==> src/rtl/irq_resp_pkg.sv <==
package irq_resp_pkg;

  // Width of the restart index field inside the opcode
  localparam int unsigned IDX_W   = 3;
  localparam int unsigned MAX_REQ = 1 << IDX_W;
  localparam int unsigned BYTE_W  = 8;

  typedef logic [IDX_W-1:0]  idx_t;
  typedef logic [BYTE_W-1:0] byte_t;

  // One-byte restart opcode: two ones, the index, three ones
  function automatic byte_t restart_opcode(input idx_t n);
    return {2'b11, n, 3'b111};
  endfunction

endpackage

==> src/rtl/req_capture.sv <==
module req_capture #(
  parameter int unsigned N = 8
) (
  input  logic         clk,
  input  logic         rst,
  input  logic [N-1:0] req_i,
  input  logic [N-1:0] clr_mask,
  output logic [N-1:0] pend_o,
  output logic [N-1:0] pend_next_o
);

  logic [N-1:0] req_q;
  logic [N-1:0] pend_q;

  for (genvar i = 0; i < N; i++) begin : g_bit
    logic rise;
    assign rise           = req_i[i] & ~req_q[i];
    // A fresh rising edge wins over a clear on the same edge
    assign pend_next_o[i] = (pend_q[i] & ~clr_mask[i]) | rise;

    always_ff @(posedge clk) begin
      if (rst) begin
        req_q[i]  <= 1'b0;
        pend_q[i] <= 1'b0;
      end else begin
        req_q[i]  <= req_i[i];
        pend_q[i] <= pend_next_o[i];
      end
    end

    p_capture_r4: assert property (@(posedge clk) disable iff (rst)
      (req_i[i] && !req_q[i]) |=> pend_q[i]);
  end

  assign pend_o = pend_q;

endmodule

==> src/rtl/prio_pick.sv <==
module prio_pick #(
  parameter int unsigned N  = 8,
  parameter int unsigned IW = 3
) (
  input  logic [N-1:0]  vec_i,
  output logic [IW-1:0] idx_o,
  output logic          any_o
);

  // Ascending scan: the last set bit, which is the highest index, wins
  always_comb begin
    idx_o = '0;
    any_o = |vec_i;
    for (int k = 0; k < N; k++) begin
      if (vec_i[k]) idx_o = IW'(k);
    end
  end

  always_comb begin
    if (any_o) begin
      p_winner_r1: assert ((vec_i >> idx_o) == {{(N-1){1'b0}}, 1'b1});
    end
  end

endmodule

==> src/rtl/ack_sequencer.sv <==
module ack_sequencer
  import irq_resp_pkg::*;
#(
  parameter int unsigned N = 8
) (
  input  logic         clk,
  input  logic         rst,
  input  logic         inta_n,
  input  idx_t         win_idx,
  input  logic         win_any,
  output logic [N-1:0] clr_mask,
  output logic         drive_o,
  output byte_t        data_o
);

  logic  ack_prev_n;
  idx_t  lat_idx;
  logic  lat_v;
  logic  drive_q;
  byte_t data_q;
  logic  ack_fall;
  logic  ack_rise;

  assign ack_fall = ~inta_n & ack_prev_n;
  assign ack_rise = inta_n & ~ack_prev_n;
  assign clr_mask = (ack_rise && lat_v) ? ({{(N-1){1'b0}}, 1'b1} << lat_idx) : '0;

  always_ff @(posedge clk) begin
    if (rst) begin
      ack_prev_n <= 1'b1;
      lat_idx    <= '0;
      lat_v      <= 1'b0;
      drive_q    <= 1'b0;
      data_q     <= '0;
    end else begin
      ack_prev_n <= inta_n;
      drive_q    <= ~inta_n;
      if (ack_fall) begin
        lat_idx <= win_idx;
        lat_v   <= win_any;
        data_q  <= restart_opcode(win_idx);
      end else if (inta_n) begin
        data_q  <= '0;
      end
    end
  end

  assign drive_o = drive_q;
  assign data_o  = data_q;

  p_opcode_form_r2: assert property (@(posedge clk) disable iff (rst)
    drive_q |-> (data_q[7:6] == 2'b11 && data_q[2:0] == 3'b111));

  p_hold_r6: assert property (@(posedge clk) disable iff (rst)
    (drive_q && $past(drive_q)) |-> $stable(data_q));

  p_release_r3: assert property (@(posedge clk) disable iff (rst)
    !drive_q |-> (data_q == '0));

endmodule

==> src/rtl/irq_restart_responder.sv <==
module irq_restart_responder
  import irq_resp_pkg::*;
#(
  parameter int unsigned NUM_REQ = MAX_REQ
) (
  input  logic               clk,
  input  logic               rst,
  input  logic [NUM_REQ-1:0] req_i,
  input  logic               inta_n,
  output logic               intr_o,
  output logic [BYTE_W-1:0]  bus_data_o,
  output logic               bus_drive_o
);

  logic [NUM_REQ-1:0] pend;
  logic [NUM_REQ-1:0] pend_next;
  logic [NUM_REQ-1:0] clr_mask;
  idx_t               win_idx;
  logic               win_any;
  logic               intr_q;

  req_capture #(.N(NUM_REQ)) u_capture (
    .clk         (clk),
    .rst         (rst),
    .req_i       (req_i),
    .clr_mask    (clr_mask),
    .pend_o      (pend),
    .pend_next_o (pend_next)
  );

  prio_pick #(.N(NUM_REQ), .IW(IDX_W)) u_pick (
    .vec_i (pend),
    .idx_o (win_idx),
    .any_o (win_any)
  );

  ack_sequencer #(.N(NUM_REQ)) u_ack (
    .clk      (clk),
    .rst      (rst),
    .inta_n   (inta_n),
    .win_idx  (win_idx),
    .win_any  (win_any),
    .clr_mask (clr_mask),
    .drive_o  (bus_drive_o),
    .data_o   (bus_data_o)
  );

  // Request to the processor is withheld while acknowledge is low
  always_ff @(posedge clk) begin
    if (rst) intr_q <= 1'b0;
    else     intr_q <= inta_n & (|pend_next);
  end

  assign intr_o = intr_q;

  p_intr_drop_r5: assert property (@(posedge clk) disable iff (rst)
    !inta_n |=> !intr_o);

  p_reset_r9: assert property (@(posedge clk)
    rst |=> (!intr_o && !bus_drive_o && bus_data_o == '0));

endmodule

==> config.mk <==
export PLATFORM = sky130hd
export DESIGN_NAME = irq_restart_responder
export DESIGN_NICKNAME = d
export VERILOG_FILES = /design/src/rtl/irq_resp_pkg.sv /design/src/rtl/req_capture.sv /design/src/rtl/prio_pick.sv /design/src/rtl/ack_sequencer.sv /design/src/rtl/irq_restart_responder.sv
export SDC_FILE = /design/constraint.sdc
export NUM_CORES = 1
export LEC_CHECK = 0
export ABC_AREA = 1
export BUFFER_PORTS_ARGS = -buffer_cell sky130_fd_sc_hd__buf_2
export CORE_MARGIN = 2
export CORE_UTILIZATION = 25
export DETAILED_ROUTE_END_ITERATION = 12
export PLACE_DENSITY = 0.52
export SYNTH_ARGS = -nofsm -noshare
export SYNTH_HDL_FRONTEND = slang
export SYNTH_HIERARCHICAL = 1
export SYNTH_SLANG_ARGS = --single-unit
==> constraint.sdc <==
create_clock -name clk -period 2.8 [get_ports clk]
set_clock_uncertainty 0.2 [all_clocks]
set_input_delay 0.14 -clock clk [delete_from_list [all_inputs] [get_ports clk]]
set_output_delay 0.14 -clock clk [all_outputs]
set_load 0.01 [all_outputs]
==> out/results.tsv <==
metric	value	unit
status	complete, no violations	
crit path from	inta_n	
CTS buffer count	3	
Synth Instances	172	
GRT Resource Usage Total	9.06	%
Seq pwr share	56.4	%
Fin. Hold Viols	0	
clock network fraction of design power	29.3	%
number of global-route vias before repair	893	
die height	72.9	um
Pleak	0.697	nW
# IOs	21	
hold-critical path endpoint	u_capture/req_q[7]$_SDFF_PP0_	
die width	72.9	um
critical path endpoint category	register	
CTS tree	built	
Power Internal	0.557	mW
Cells after DPL	238	
Pwr per Cell Area	532	nW/um^2
Register-to-Register Path Depth	10	
Worst Min Path Start	rst	
first-pass GRT wire length	3.72	mm
buffers added on ports	20	
Setup CP Type	in -> reg	
DP HPWL	1.59	mm
CP Launch Type	primary input	
Routed Wire Length	2.13	mm
Worst slew margin	67.7	%
total iterations of the first detailed-routing run	4	
clk sinks	27	
fmax	603	MHz
Clock Path Buffers	2	
NetSw	0.198	mW
Slew Limit Fails	0	
clk slew on worst S/H paths	0.09	ns
CTS root buffer	clkbuf_8	
non-filler instance count after layout	251	
flops & latches, synth	27	
largest net degree at the start of global routing	26	
Tmin final	1.66	ns
clock latency on the worst-skew pair	0.27	ns
Worst Tran Pin Value	0.485	ns
Comb pwr share	14.3	%
fill count	516	
CP arrival	1.64	ns
R2R Path End	intr_o$_SDFF_PP0_	
CTS H-tree depth	1	
TNS Setup	0	ns
VDD IR max	0.000160	V
via-per-instance ratio	3.96	
worst hold-check path type	in -> reg	
Core Rows	25	
Final Cycle Share	59.3	%
DRC violations left	0	
Mapped Area	1190	um^2
Vias	995	
syn_area_per_cell	6.90	um^2
diode count	0	
register area share after synthesis	45.6	%
Ys Warns	6	
Setup-failing EPs final	0	
critical path peak fanout	8	
number of antenna-violating nets in the routed design	0	
starting density of the core	25.4	%
hold_ws	0.102	ns
Die Area	5310	um^2
Nets	209	
Worst Path Required	2.78	ns
P&R area growth vs syn	19.7	%
RSZ-0062 raised after global routing	no	
initial antenna violation count	0	
grt total ovfl	0	
switching portion of total power	26.2	%
gp weighted congestion	0.764	
layout cells sized above 1	14.7	%
RR Startpoint	u_ack/ack_prev_n$_SDFF_PP1_	
Mapped Nets	183	
Max-Cap Viols	0	
R2R Setup Slk	1.20	ns
CORE AREA	4660	um^2
1st-iter DRT viols	35	
hold depth	2	
Netlist cell types	15	
average wire per standard cell	8.50	um
-- worst max path at each step --
stage	depth (start not counted)	endpoint	slack [ns]
floorplan	11	intr_o$_SDFF_PP0_	1.36
global placement	9	intr_o$_SDFF_PP0_	1.21
detailed placement	10	intr_o$_SDFF_PP0_	1.21
CTS	11	intr_o$_SDFF_PP0_	1.15
global route	11	intr_o$_SDFF_PP0_	0.98
finish	11	intr_o$_SDFF_PP0_	1.14
-- what timing repair did --
item | 4_1_cts | 5_1_grt
buffers inserted | 0 | 0
hold buffers | 9 | 0
gates resized for setup | 0 | 0
endpoints found under the hold margin | 17 | 0
-- flip-flops by register name, summed over array words and instances (netlist names) --
| register | cells |
|---|---|
| u_ack/data_o | 4 |
| intr_o | 1 |
| u_ack/ack_prev_n | 1 |
| u_ack/drive_o | 1 |
| u_capture/pend_o | 8 |
| u_ack/lat_v | 1 |
| u_ack/lat_idx | 3 |
| u_capture/req_q | 8 |
-- kinds of logic (layout without fill, tap and decap cells) --
logic type	after synthesis	in the layout	synth area share [%]
buf+inv	46	71	17.8
flops	27	27	45.6
simple gates	84	84	29.6
compound gates	15	15	6.96
-- worst max-delay path: stages --
cell	delay (ns)
dlygate4sd3_1	0.52
buf_2	0.16
nand3_4	0.12
nor3_1	0.20
inv_1	0.06
nand2_1	0.07
nand2_1	0.05
nor2_1	0.10
nand2_1	0.06
nor2_1	0.10
nor2_1	0.04
-- metal layers --
| metal | track usage, % | routed length (um) | up-vias |
|---|---|---|---|
| li1 | - | - | 553 |
| met1 | 11.0 | 1070 | 420 |
| met2 | 14.8 | 948 | 17 |
| met3 | 2.07 | 59 | 5 |
| met4 | 4.94 | 55 | 0 |
| met5 | 0 | 0 | - |
-- synthesized netlist by cell type --
library cell,count,area [um^2]
clkbuf_2,1,5.00
nand3_1,5,25.0
nor3_1,9,45.0
nand2_1,49,184
nor2_1,18,67.6
nand3_4,1,17.5
buf_4,4,30.0
nand2_2,1,6.26
nor2_2,1,6.26
inv_2,1,3.75
a21oi_2,2,17.5
buf_6,3,33.8
dfxtp_1,27,541
inv_1,37,139
a21oi_1,13,65.1
-- layout make-up --
type / instances / area [um^2] / share of cell area, %
sequential: 27 / 541 / 38.1
multi-input combinational: 99 / 434 / 30.6
timing repair buffer: 29 / 190 / 13.4
inverter: 38 / 143 / 10.0
tap: 54 / 67.6 / 4.76
clock buffer: 4 / 45.0 / 3.17
-- power by group through the flow --
stage	combinational, mW	sequential, mW	clock [mW]
final	0.108	0.426	0.221
after global routing	0.126	0.430	0.246
after CTS	0.110	0.426	0.231
after detailed placement	0.0997	0.435	0
after global placement	0.0994	0.436	0
after floorplan	0.0767	0.433	0
-- metrics by stage --
step | setup slack [ns] | util [%] | total power [mW] | instance area [um^2]
2_1_floorplan | 1.36 | - | 0.510 | 1190
3_3_place_gp | 1.21 | 27.6 | 0.535 | 1280
3_5_place_dp | 1.21 | 27.6 | 0.535 | 1280
4_1_cts | 1.15 | 30.5 | 0.767 | 1420
5_1_grt | 0.983 | 30.5 | 0.802 | 1420
6_report | 1.14 | 30.5 | 0.755 | 1420
-- layout by cell type (no fill, tap or decap), types with 2 or more instances in the layout --
master / synthesis / final
dlygate4sd3_1: 0 / 9
nor2_1: 18 / 18
inv_1: 37 / 37
dfxtp_1: 27 / 27
nor3_1: 9 / 9
clkbuf_8: 0 / 3
nand2_1: 49 / 49
buf_2: 0 / 20
nand3_1: 5 / 5
a21oi_2: 2 / 2
a21oi_1: 13 / 13
Note: power is estimated with default switching activity, not from simulation.
